<file path="config.mk">
export PLATFORM = sky130hd
export DESIGN_NAME = hybrid_eq_cmp
export DESIGN_NICKNAME = d
export VERILOG_FILES = /design/src/rtl/hyb_cmp_pkg.sv /design/src/rtl/hyb_seg_unit.sv /design/src/rtl/hyb_cost_acc.sv /design/src/rtl/hybrid_eq_cmp.sv
export SDC_FILE = /design/constraint.sdc
export NUM_CORES = 1
export LEC_CHECK = 0
export BUFFER_PORTS_ARGS = -buffer_cell sky130_fd_sc_hd__buf_2
export CAP_MARGIN = 20
export CORE_UTILIZATION = 60
export DETAILED_ROUTE_END_ITERATION = 8
export PLACE_DENSITY_LB_ADDON = 0.12
export SYNTH_ARGS = -nofsm -noshare
export SYNTH_HDL_FRONTEND = slang
export SYNTH_SLANG_ARGS = --single-unit
</file>
<file path="constraint.sdc">
create_clock -name clk -period 15.4 [get_ports clk]
set_clock_uncertainty 0.1 [all_clocks]
set_input_delay 3.08 -clock clk [delete_from_list [all_inputs] [get_ports clk]]
set_output_delay 3.08 -clock clk [all_outputs]
set_load 0.02 [all_outputs]
</file>
<file path="src/rtl/hyb_cmp_pkg.sv">
// Package: shared mode encoding and the segment cost tables (0.1 fJ units).
// Assumes 8-bit segments; a count outside a table yields zero cost.
package hyb_cmp_pkg;

    typedef enum logic [1:0] {
        MODE_ALL_MISS  = 2'd0,
        MODE_ALL_HIT   = 2'd1,
        MODE_HYB_PAR   = 2'd2,
        MODE_HYB_GATED = 2'd3
    } cmp_mode_e;

    localparam int COST_W = 16;

    // Cost of a hit-style segment, by agreeing 2-bit pairs.
    function automatic logic [COST_W-1:0] hit_style_cost(input int pairs);
        case (pairs)
            0:       return COST_W'(58);
            1:       return COST_W'(1223);
            2:       return COST_W'(2389);
            3:       return COST_W'(3575);
            4:       return COST_W'(6358);
            default: return '0;
        endcase
    endfunction

    // Cost of a miss-style segment, by agreeing bits.
    function automatic logic [COST_W-1:0] miss_style_cost(input int bits);
        case (bits)
            0:       return COST_W'(9792);
            1:       return COST_W'(9347);
            2:       return COST_W'(8855);
            3:       return COST_W'(8395);
            4:       return COST_W'(7964);
            5:       return COST_W'(7488);
            6:       return COST_W'(7093);
            7:       return COST_W'(6604);
            8:       return COST_W'(139);
            default: return '0;
        endcase
    endfunction

endpackage

</file>
<file path="src/rtl/hyb_seg_unit.sv">
// Module: one segment checker. Reports whether the segment is fully equal and
// its cost in the selected style. Purely combinational.
// Assumes SEG_W is even (pairs are adjacent bit couples starting at bit 0).
module hyb_seg_unit
    import hyb_cmp_pkg::*;
#(
    parameter int SEG_W = 8
) (
    input  logic [SEG_W-1:0]  seg_a,
    input  logic [SEG_W-1:0]  seg_b,
    input  logic              use_hit_style,
    output logic              seg_eq,
    output logic [COST_W-1:0] seg_cost
);
    localparam int CNT_W  = $clog2(SEG_W + 1);
    localparam int N_PAIR = SEG_W / 2;

    logic [SEG_W-1:0] same;
    logic [CNT_W-1:0] bit_cnt;
    logic [CNT_W-1:0] pair_cnt;

    // Count agreeing bits and agreeing pairs.
    always_comb begin
        same     = ~(seg_a ^ seg_b);
        bit_cnt  = '0;
        pair_cnt = '0;
        for (int i = 0; i < SEG_W; i++) begin
            bit_cnt = bit_cnt + CNT_W'(same[i]);
        end
        for (int p = 0; p < N_PAIR; p++) begin
            pair_cnt = pair_cnt + CNT_W'(&same[2*p +: 2]);
        end
    end

    // Style-dependent cost lookup and equality flag.
    always_comb begin
        seg_eq   = &same;
        seg_cost = use_hit_style ? hit_style_cost(int'(pair_cnt))
                                 : miss_style_cost(int'(bit_cnt));
    end

endmodule

</file>
<file path="src/rtl/hyb_cost_acc.sv">
// Module: saturating accumulator of per-comparison costs.
// Assumes ACC_W >= COST_W.
module hyb_cost_acc #(
    parameter int ACC_W  = 24,
    parameter int COST_W = 16
) (
    input  logic              clk,
    input  logic              rst_n,
    input  logic              add_en,
    input  logic [COST_W-1:0] add_val,
    output logic [ACC_W-1:0]  total
);
    logic [ACC_W:0] sum;

    // Widened sum so that the carry marks overflow.
    always_comb begin
        sum = {1'b0, total} + {{(ACC_W + 1 - COST_W){1'b0}}, add_val};
    end

    // Register the total, clamping at all ones.
    always_ff @(posedge clk) begin
        if (!rst_n) begin
            total <= '0;
        end else if (add_en) begin
            total <= sum[ACC_W] ? {ACC_W{1'b1}} : sum[ACC_W-1:0];
        end
    end

endmodule

</file>
<file path="src/rtl/hybrid_eq_cmp.sv">
// Module: segmented hybrid equality comparator with cost estimate.
// Parallel modes answer one cycle after the strobe; the gated mode holds the
// operands one cycle and answers after two. Strobes during that hold are
// dropped. Assumes OP_W is a multiple of SEG_W and that NSEG full-cost
// segments fit in COST_W bits.
module hybrid_eq_cmp
    import hyb_cmp_pkg::*;
#(
    parameter int OP_W  = 32,
    parameter int SEG_W = 8,
    parameter int ACC_W = 24
) (
    input  logic              clk,
    input  logic              rst_n,
    input  logic              cmp_go,
    input  logic [1:0]        mode_sel,
    input  logic              pol_sel,
    input  logic [OP_W-1:0]   op_a,
    input  logic [OP_W-1:0]   op_b,
    output logic              hit,
    output logic              res_vld,
    output logic [COST_W-1:0] cost_now,
    output logic [ACC_W-1:0]  cost_total
);
    localparam int NSEG = OP_W / SEG_W;

    logic              pend_q;
    logic [OP_W-1:0]   hold_a_q;
    logic [OP_W-1:0]   hold_b_q;
    logic              seg0_eq_q;
    logic [COST_W-1:0] seg0_cost_q;
    logic              pol_q;

    cmp_mode_e         eff_mode;
    logic [OP_W-1:0]   src_a;
    logic [OP_W-1:0]   src_b;
    logic [NSEG-1:0]   seg_eq;
    logic [COST_W-1:0] seg_cost [NSEG];

    logic              accept;
    logic              start_gated;
    logic [COST_W-1:0] all_cost;
    logic [COST_W-1:0] upper_cost;
    logic              upper_eq;
    logic              fin_valid;
    logic              fin_full;
    logic              fin_native_high;
    logic              fin_pol;
    logic [COST_W-1:0] fin_cost;
    logic              fin_hit;

    // Source select: held operands while a gated compare finishes.
    always_comb begin
        eff_mode    = pend_q ? MODE_HYB_GATED : cmp_mode_e'(mode_sel);
        src_a       = pend_q ? hold_a_q : op_a;
        src_b       = pend_q ? hold_b_q : op_b;
        accept      = cmp_go && !pend_q;
        start_gated = accept && (cmp_mode_e'(mode_sel) == MODE_HYB_GATED);
    end

    // One checker per segment; style chosen by mode and position.
    for (genvar g = 0; g < NSEG; g++) begin : g_seg
        logic style_hit;
        always_comb begin
            style_hit = (eff_mode == MODE_ALL_HIT) ||
                        ((eff_mode != MODE_ALL_MISS) && (g == 0));
        end
        hyb_seg_unit #(.SEG_W(SEG_W)) u_seg (
            .seg_a        (src_a[g*SEG_W +: SEG_W]),
            .seg_b        (src_b[g*SEG_W +: SEG_W]),
            .use_hit_style(style_hit),
            .seg_eq       (seg_eq[g]),
            .seg_cost     (seg_cost[g])
        );
    end

    // Sum the segment costs, whole and upper part.
    always_comb begin
        upper_cost = '0;
        for (int s = 1; s < NSEG; s++) begin
            upper_cost = upper_cost + seg_cost[s];
        end
        all_cost = upper_cost + seg_cost[0];
        upper_eq = &seg_eq[NSEG-1:1];
    end

    // Pick the result finishing at this edge and apply polarity.
    always_comb begin
        fin_valid       = 1'b0;
        fin_full        = 1'b0;
        fin_native_high = 1'b0;
        fin_pol         = 1'b0;
        fin_cost        = '0;
        if (pend_q) begin
            fin_valid = 1'b1;
            fin_full  = seg0_eq_q && upper_eq;
            fin_pol   = pol_q;
            fin_cost  = seg0_eq_q ? (seg0_cost_q + upper_cost) : seg0_cost_q;
        end else if (accept && !start_gated) begin
            fin_valid       = 1'b1;
            fin_full        = &seg_eq;
            fin_native_high = (cmp_mode_e'(mode_sel) == MODE_ALL_HIT);
            fin_pol         = pol_sel;
            fin_cost        = all_cost;
        end
        fin_hit = (fin_pol || fin_native_high) ? fin_full : !fin_full;
    end

    // Gated first stage: hold operands and the low-segment outcome.
    always_ff @(posedge clk) begin
        if (!rst_n) begin
            pend_q      <= 1'b0;
            hold_a_q    <= '0;
            hold_b_q    <= '0;
            seg0_eq_q   <= 1'b0;
            seg0_cost_q <= '0;
            pol_q       <= 1'b0;
        end else begin
            pend_q <= start_gated;
            if (start_gated) begin
                hold_a_q    <= op_a;
                hold_b_q    <= op_b;
                seg0_eq_q   <= seg_eq[0];
                seg0_cost_q <= seg_cost[0];
                pol_q       <= pol_sel;
            end
        end
    end

    // Result registers: pulse valid, hold flag and cost between results.
    always_ff @(posedge clk) begin
        if (!rst_n) begin
            res_vld  <= 1'b0;
            hit      <= 1'b0;
            cost_now <= '0;
        end else begin
            res_vld <= fin_valid;
            if (fin_valid) begin
                hit      <= fin_hit;
                cost_now <= fin_cost;
            end
        end
    end

    hyb_cost_acc #(.ACC_W(ACC_W), .COST_W(COST_W)) u_acc (
        .clk    (clk),
        .rst_n  (rst_n),
        .add_en (fin_valid),
        .add_val(fin_cost),
        .total  (cost_total)
    );

endmodule

</file>
Word level (Yosys, flattened, before mapping). Memories as Yosys holds them, arrays and structs flattened. Cells that the tools add are included.

Reduce and logical (&&, ||, !) cells: 33. Add/sub/neg operators: 45. Eq/ne operators: 19. Muxes and demuxes: 24. Bitwise operators: 8.

Operators by type and width (count): case mux 13 bit (5 select lines) (4); adder 4 x 1 -> 4 bit (32); two-way mux 16 bit (7); adder 16 bit (4); two-way mux 32 bit (2); equality test 4 x 2 -> 1 bit (second input constant) (8); NOT 8 bit (4); AND reduction 2 bit (16); AND reduction 32 bit (1); bitwise XOR 8 bit (4); adder 24 x 16 -> 25 bit (1); two-way mux 24 bit (1); AND reduction 24 bit (1); adder 1 x 1 -> 2 bit (8); equality test 4 x 1 -> 1 bit (second input constant) (4); equality test 4 x 3 -> 1 bit (second input constant) (4); zero test 4 bit (4); two-way mux 1 bit (9); AND reduction 8 bit (1); equality test 2 x 1 -> 1 bit (second input constant) (2); logical AND 1 bit (4); zero test 1 bit (3); equality test 2 bit (second input constant) (1); logical OR 1 bit (2); other kinds (2) (2).

Memories kept: 4. Flip-flop bits (word level): 125. ROM bits: 896. Input port bits: 70. Output and inout bits: 42. Logic and storage cells: 143.

Memory list: (name not given) (words 16, width 14, rd ports 1, clocked after memory_dff 0, wr ports 0, line hyb_cmp_pkg.sv:28) `case (bits)`; (name not given) (words 16, width 14, rd ports 1, clocked after memory_dff 0, wr ports 0, line hyb_cmp_pkg.sv:28); (name not given) (words 16, width 14, rd ports 1, clocked after memory_dff 0, wr ports 0, line hyb_cmp_pkg.sv:28); (name not given) (words 16, width 14, rd ports 1, clocked after memory_dff 0, wr ports 0, line hyb_cmp_pkg.sv:28).

Logic depth before layout (Yosys ltp). Gate-level depths: netlist of run 1. An unclocked memory read counts as a cell.

Depth after elaboration: 19. Mapped depth: 46. Gate-level depth less buffers: 42.

Hierarchy. A second synthesis of run 1 with hierarchy kept.

Cell total of the unflattened synthesis: 1470. Area, all modules: 11567.3 um2.

By module, submodules not included: hybrid_eq_cmp (cells an instance 863, area an instance 6994.2 um2, instances 1); hyb_seg_unit at g_seg[0].u_seg ... (cells an instance 96, area an instance 704.4 um2, instances 3); hyb_cost_acc (cells an instance 223, area an instance 1788.0 um2, instances 1); hyb_seg_unit at g_seg[3].u_seg (cells an instance 96, area an instance 671.9 um2, instances 1).

Worst setup path after synthesis of run 1. No wires, ideal clock.

Path kind: input to register. Start point: input op_a[8]. End point: register u_acc.total[10]. Path buffers: 2. Setup time: 0.136 ns. Data required time: 15.164 ns. Cell stages on the path: 38. Path slack: 3.708 ns. Arrival time: 11.456 ns. Cells stage by stage: xor2_1 > a21oi_1 > ha_1 > fa_1 > inv_1 > fa_1 > fa_1 > fa_1 > ha_1 > or3b_2 > nand3_1 > o21ai_0 > fa_1 > inv_1 > ha_1 > a211oi_1 > o21bai_1 > a21oi_1 > (+2 left out) > xnor2_1 > ha_1 > a21o_1 > a221oi_1 > o21a_1 > a31oi_1 > a22o_1 > o311ai_1 > ha_1 > and2_1 > o31a_1 > o21ai_0 > nor2b_1 > o21a_1 > or2_1 > buf_2 > buf_2 > a31oi_1.

Cells in the longest elaborated chain, start to end: 19. Elaborated cells between the ends (all ways): 31. Classes of those cells: 15 x add/sub; 4 x eq/ne; 7 x mux; 2 x bitwise; 2 x reduce/logical; 1 x memory.

Ends and longest elaborated chain: from (decl) (line hybrid_eq_cmp.sv:18) `input logic [OP_W-1:0] op_a,`; two-way mux 32 bit (*) (line hybrid_eq_cmp.sv:55) `src_a = pend_q ? hold_a_q : op_a;`; bitwise XOR 8 bit (*) (line hyb_seg_unit.sv:24) `same = ~(seg_a ^ seg_b);`; NOT 8 bit (*) (line hyb_seg_unit.sv:24); adder 1 x 1 -> 2 bit (line hyb_seg_unit.sv:28) `bit_cnt = bit_cnt + CNT_W'(same[i]);`; adder 4 x 1 -> 4 bit (6 in series) (line hyb_seg_unit.sv:28); memory read (16 x 14 bit); two-way mux 16 bit (*) (line hyb_seg_unit.sv:38) `seg_cost = use_hit_style ? hit_style_cost(int'(pair_cnt))`; adder 16 bit (*) (2 in series) (line hybrid_eq_cmp.sv:81) `upper_cost = upper_cost + seg_cost[s];`; adder 16 bit, on equally long branches (line hybrid_eq_cmp.sv:83, hybrid_eq_cmp.sv:98); two-way mux 16 bit, on equally long branches (line hybrid_eq_cmp.sv:99, hybrid_eq_cmp.sv:98); two-way mux 16 bit (*) (line hybrid_eq_cmp.sv:94) `if (pend_q) begin`; named net fin_cost[13] (line hybrid_eq_cmp.sv:49) `logic [COST_W-1:0] fin_cost;`; adder 24 x 16 -> 25 bit (*) (line hyb_cost_acc.sv:17) `sum = {1'b0, total} + {{(ACC_W + 1 - COST_W){1'b0}}, add_val};`; two-way mux 24 bit (*) (line hyb_cost_acc.sv:25) `total <= sum[ACC_W] ? {ACC_W{1'b1}} : sum[ACC_W-1:0];`; to (signal assigned) (line hyb_cost_acc.sv:25); to (decl) (line hyb_cost_acc.sv:11) `output logic [ACC_W-1:0] total`.

Mark *: on every way through the listed nets, which the timed path passes. The rest lies on a longest branch. A chain may end at the register's enable or synchronous reset.

Worst setup path in the final report of run 1.
Start point: input op_a[8]. End point: register u_acc.total[21].

The elaborated chain is that of the path after synthesis.

==> flow_summary.yaml, run 1 <==
synth:
  ys.flop_type: "dfxtp_1"
  syn-cell-area_um2: 10500
  yosysTopAreaCell: "dfxtp_1"
  ys_seq_area_share_pct: 23.4
  synth_commonest_cells: "231 x nand2_1, 150 x a21oi_1, 123 x dfxtp_1"
  synth_cell_types: 68
  syn_inst: 1382
  yosysWarningCount: 0
  post_synth.cell_area_avg_um2: 7.61
  synth_area_leaders: "dfxtp_1 23%, ha_1 11%, nand2_1 8.2%, fa_1 7.2%, a21oi_1 7.1%"
  yosysMostFrequentCell: "nand2_1"
  async_flop_share_pct: 0
  synth-edff-count: 0
  ys_seq_elements: 123
  netlist.area_leader.share_pct: 23.4
  synth_nets: 1583
clocking:
  cts_buffers: 17
  cts_setup_buffers: 0
  cts_resized: 0
  cts_num_sinks: 123
  clockBufferDepth: 2
  cts_tree: "yes"
  path_clk_slew_ns: 0.06
  htreeDepth: 4
  cts_hold_buf: 0
  clk_latency_ns: 0.42
  cts_root_buffer: "clkbuf_16"
worst_hold_path:
  whs_endpoint: "pol_q"
  hold_start: "pol_q"
  hold_depth: 2
  hold_class: "flop to flop"
floorplanning:
  die_x_um: 134
  io_pins: 112
  coreArea_um2: 17200
  die-height_um: 134
  fp-row-count: 48
  start_util_pct: 61.0
  dieArea_um2: 18100
setup_path:
  crit_required_ns: 15.57
  worstPathArrival_ns: 12.76
  critPathSlowestCell: "fa_1"
  worstRegToRegCells: 37
  endpoint_kind: "flop"
  r2r_start: "pend_q"
  slowest_delay_ns: 0.61
  timing.rr.end: "u_acc.total[21]"
  ff2ff_setup_slack_ns: 4.77
  critical_path_peak_fanout: 15
  cp-start-kind: "primary input"
  path_class: "primary input to flop"
global_routing:
  antenna_found_initial: 1
  overflow: 0
  grt_start_max_net_pins: 89
  grt_pass1_wl_um: 43800
  track_usage_pct: 30.1
  grt_pass1_vias: 9142
timing:
  final-setup-viol-count: 0
  fin_crit_sh_pct: 81.8
  grt_setup_unrepaired: "false"
  hold_viol_final: 0
  max_freq_mhz: 79.4
  finalCriticalPeriod_ns: 12.59
  max_slew_margin_pct: 32.6
  tightest_slew_ns: 1.01
  setup_tns_ns: 0
  finalMaxSlewViolations: 0
drt:
  via_per_inst: 5.84
  dr.pass1.iters: 5
  vias: 9903
  drcViolationCount: 0
  drt_iter0_drc: 674
  wl_per_cell_um: 15.9
  routed_wl_um: 26900
  ant_nets: 0
run:
  maxCapViolations: 0
cells_and_area:
  drive_gt1_share_pct: 11.3
  insertedDiodeCount: 0
  fin_nets: 1662
  fillCellCount: 1441
  area_growth_pct: 12.0
placed_design:
  place.gp.congestion: 0.973
  port_buffers: 111
  dp_hpwl_um: 20000
outcome:
  status: "finished clean"
-- final cells by class --
class	count	area [µm²]	share of cell area (%)
Inverter	79	297	2.52
Tap cell	225	282	2.39
Timing Repair Buffer	118	608	5.16
Sequential cell	123	2460	20.9
Clock buffer	18	439	3.73
Clock inverter	12	143	1.21
Multi-Input combinational cell	1122	7550	64.1
-- worst max-delay path by stage --
| stage | end | startpoint | slack, ns | cells past startpoint |
|---|---|---|---|---|
| 3_3_place_gp | u_acc.total[21] | op_a[8] | 2.79 | 37 |
| 2_1_floorplan | u_acc.total[10] | op_a[8] | 3.71 | 38 |
| 3_5_place_dp | u_acc.total[21] | op_a[8] | 2.55 | 38 |
| 4_1_cts | u_acc.total[21] | op_a[8] | 2.90 | 38 |
| 6_report | u_acc.total[21] | op_a[8] | 2.81 | 37 |
| 5_1_grt | u_acc.total[21] | op_a[8] | 2.13 | 37 |
-- critical path: cells and delay by family --
kind	cells	cell delay, ns
and+or+nand+nor	8	1.73
xor gates and xnor gates	2	0.36
adders and majority gates	10	3.97
buffers and inverters	3	0.24
AOI/OAI and AO/OA	14	3.35
-- layout by cell type, fill, tap and decap left out, types with 7 or more instances in the layout --
cell       Yosys  final
a211oi_1      15     15
a21o_1        14     14
a21oi_1      150    150
a22oi_1        7      7
a31oi_1       32     32
and2_1        14     14
and3_1        14     13
buf_2          2    111
buf_4          0      7
clkbuf_16      0     17
dfxtp_1      123    122
fa_1          38     38
ha_1          93     93
inv_1         78     77
mux2i_1        7      7
nand2_1      231    231
nand2b_1       9      9
nand3_1       16     15
nand4_1        8      8
nor2_1       106    106
nor2b_1       22     22
nor3_1        21     21
o21a_1        25     25
o21ai_0       84     84
or3_1          7      7
xnor2_1       62     62
xor2_1        56     56
-- kinds of logic (layout without fill, tap and decap cells) --
group           Yosys count  count (layout)  share of synthesized area (%)
mux                      10              10                          0.987
flops                   123             123                           23.4
buf+inv                 137             227                           4.91
xor+xnor                118             118                           9.82
simple gates            463             463                           19.3
fa+ha+maj               131             131                           18.3
compound gates          400             400                           23.3
-- per-stage QoR --
step | setup WS, ns | hold WS, ns | instance area, µm² | util (%) | instances
4_1_cts | 2.90 | 0.363 | 11800 | 68.3 | 1697
6_report | 2.81 | 0.360 | 11800 | 68.3 | 1697
5_1_grt | 2.13 | 0.383 | 11800 | 68.3 | 1697
3_5_place_dp | 2.55 | 0.354 | 11200 | 65.0 | 1667
3_3_place_gp | 2.79 | 0.344 | 11200 | 65.0 | 1667
2_1_floorplan | 3.71 | 0.337 | 10500 | - | 1382
-- state kept, by name, summed over array words and instances (netlist names) --
| register | count |
|---|---|
| pend_q | 1 |
| cost_now | 16 |
| res_vld | 1 |
| seg0_eq_q | 1 |
| pol_q | 1 |
| u_acc.total | 24 |
| hit | 1 |
| hold_b_q | 32 |
| seg0_cost_q | 14 |
| hold_a_q | 32 |
-- routing by layer --
metal,up-vias,global-route usage (%),routed length [µm]
li1,4937,-,-
met2,315,48.0,12200
met5,-,0,0
met3,32,5.22,1730
met1,4619,41.4,12600
met4,0,9.05,366
Power of run 1 is not shown: default switching activity piles up to over one toggle a cycle in this logic, so the estimate is an artifact.
==> run 2: changes to the inputs <==
--- a/config.mk
+++ b/config.mk
@@ -7,7 +7,7 @@
 export LEC_CHECK = 0
 export BUFFER_PORTS_ARGS = -buffer_cell sky130_fd_sc_hd__buf_2
 export CAP_MARGIN = 20
-export CORE_UTILIZATION = 60
+export CORE_UTILIZATION = 55
 export DETAILED_ROUTE_END_ITERATION = 8
 export PLACE_DENSITY_LB_ADDON = 0.12
 export SYNTH_ARGS = -nofsm -noshare
==> constraint.sdc (replaced) <==
create_clock -name clk -period 11.55 [get_ports clk]
set_clock_uncertainty 0.1 [all_clocks]
set_input_delay 2.31 -clock clk [delete_from_list [all_inputs] [get_ports clk]]
set_output_delay 2.31 -clock clk [all_outputs]
set_load 0.02 [all_outputs]
==> run 2 against run 1 <==
Compared with the run above: global-route usage fell by 1.5 points; final area increased by 2.8%; sequential cell count is the same; via count about the same; critical path depth increased by 4; sequential share of layout area down 0.57 points; worst hold slack worse by 0.0076 ns; count of clock-buffer cells in the layout stayed put; worst setup slack worse by 2.4 ns; die area is 8.9% higher; utilization down 3.6 points; first-iteration DRC count down 6.8%; critical endpoint is now u_acc.total[23]; highest routed layer unchanged.
==> flow_summary.yaml, run 2 (synthesized netlist as in run 1, its figures left out) <==
outcome:
  status: "finished clean"
cells_and_area:
  reg_top3: "hold_a_q x32, hold_b_q x32, u_acc.total x24"
  design_area_um2: 12100
  multi_input_area_um2: 7670
  fin_util_pct: 64.7
  fillCellCount: 1648
  drive_gt1_share_pct: 14.3
  fin_nets: 1688
  area_growth_pct: 15.1
  seqCellArea_um2: 2460
  final_cell_mix: "231 x nand2_1, 147 x a21oi_1, 122 x dfxtp_1"
  final_common_cell: "nand2_1"
timing:
  tightest_slew_ns: 1.03
  finalCriticalPeriod_ns: 11.10
  grt_setup_unrepaired: "true"
  hold_viol_final: 0
  max_slew_margin_pct: 31.5
  fin_crit_sh_pct: 96.1
  max_freq_mhz: 90.1
  finalMaxSlewViolations: 0
  final-setup-viol-count: 0
clocking:
  cts_hold_buf: 0
  htreeDepth: 4
  cts_tree: "yes"
  clockBufferDepth: 2
  cts_buffers: 17
  clk_latency_ns: 0.43
  cts_num_sinks: 123
  cts_root_buffer: "clkbuf_16"
  path_clk_slew_ns: 0.06
setup_path:
  critical_path_peak_fanout: 4
  crit_buf_inv: 5
  ff2ff_setup_slack_ns: 1.62
  timing.rr.end: "u_acc.total[23]"
  cp-start-kind: "primary input"
  r2r_start: "pend_q"
  endpoint_kind: "flop"
  crit_required_ns: 11.80
  worstPathArrival_ns: 11.35
  path_delay_family: "adder cells"
  critPathSlowestCell: "fa_1"
  path_class: "primary input to flop"
  slowest_delay_ns: 0.57
  worstRegToRegCells: 41
run:
  maxCapViolations: 0
global_routing:
  grtUsageMet2_pct: 44.6
  track_usage_pct: 28.6
  grt_busiest_layer: "met2"
  overflow: 0
  grt_start_max_net_pins: 88
  antenna_found_initial: 1
  met3_usage_pct: 7.45
  use_met1_pct: 38.7
  grt_pass1_vias: 9352
  grt_pass1_wl_um: 45400
drt:
  vias: 9899
  drt_iter0_drc: 628
  drcViolationCount: 0
  routed_wl_um: 27500
  dr.pass1.iters: 5
  ant_nets: 0
  via_per_inst: 5.70
  wl_per_cell_um: 15.9
worst_hold_path:
  hold_start: "pol_q"
  whs_endpoint: "pol_q"
  hold_class: "flop to flop"
  hold_depth: 2
floorplanning:
  fp-row-count: 50
  coreArea_um2: 18700
  io_pins: 112
  die_x_um: 140
  start_util_pct: 56.2
  die-height_um: 140
  dieArea_um2: 19700
placed_design:
  place.gp.congestion: 0.934
  port_buffers: 111
  dp_hpwl_um: 20400
  place_area_um2: 11400
-- run 2: cell types whose count changed in the layout (fill, tap and decap cells not counted), moves of 3 or more --
| cell | change |
|---|---|
| o21ai_1 | +4 |
| xnor2_2 | +4 |
| xnor2_1 | -4 |
| inv_6 | +3 |
| buf_4 | +25 |
| o21ai_0 | -4 |
| a21oi_2 | +3 |
| clkinv_4 | -3 |
| a21oi_1 | -3 |
-- run 2: repair_timing --
| action | 4_1_cts | 5_1_grt |
|---|---|---|
| gates resized for setup | 0 | 28 |
| setup endpoints to repair | 0 | 24 |
| buffers inserted | 0 | 2 |
-- run 2: tightest hold or removal path: cells and delay by family (launching register included) --
kind,cells,cell delay [ns]
compound gates,1,0.05
flops,1,0.31
simple gates,1,0.05
-- run 2: metal layers --
layer / routed length, µm / part of all wire (%)
met1: 13100 / 48
met5: 0 / 0
met2: 12200 / 44
met4: 504 / 1.8
met3: 1740 / 6.3
-- run 2: area by class of cell --
type | count | area share (%)
diodes | 2 | 0.0413
multi-input cells | 1122 | 63.3
inverters | 79 | 2.45
well taps | 234 | 2.42
flip-flops and latches | 123 | 20.3
clock inverters | 14 | 1.13
repair buffers | 144 | 6.74
clock buffers | 18 | 3.54
-- run 2: worst max path at each step --
| stage | slack (ns) | start | to | cells after the start |
|---|---|---|---|---|
| after detailed placement | -0.17 | op_a[8] | u_acc.total[21] | 40 |
| after CTS | 0.19 | op_a[8] | u_acc.total[21] | 40 |
| after floorplan | 0.63 | op_a[8] | u_acc.total[10] | 38 |
| after global placement | -0.07 | op_a[8] | u_acc.total[21] | 37 |
| final | 0.45 | op_a[8] | u_acc.total[23] | 41 |
| after global routing | -0.04 | op_a[8] | u_acc.total[23] | 41 |
-- run 2: per-stage QoR --
step	hold WS (ns)	setup WS (ns)	TNS [ns]	instances
finish	0.353	0.449	0	1736
global route	0.378	-0.0354	-0.0539	1734
CTS	0.358	0.191	0	1732
detailed placement	0.349	-0.169	-2.83	1700
global placement	0.343	-0.0741	-0.980	1700
floorplan	0.337	0.628	0	1382
Power of run 2 is left out for the same reason.
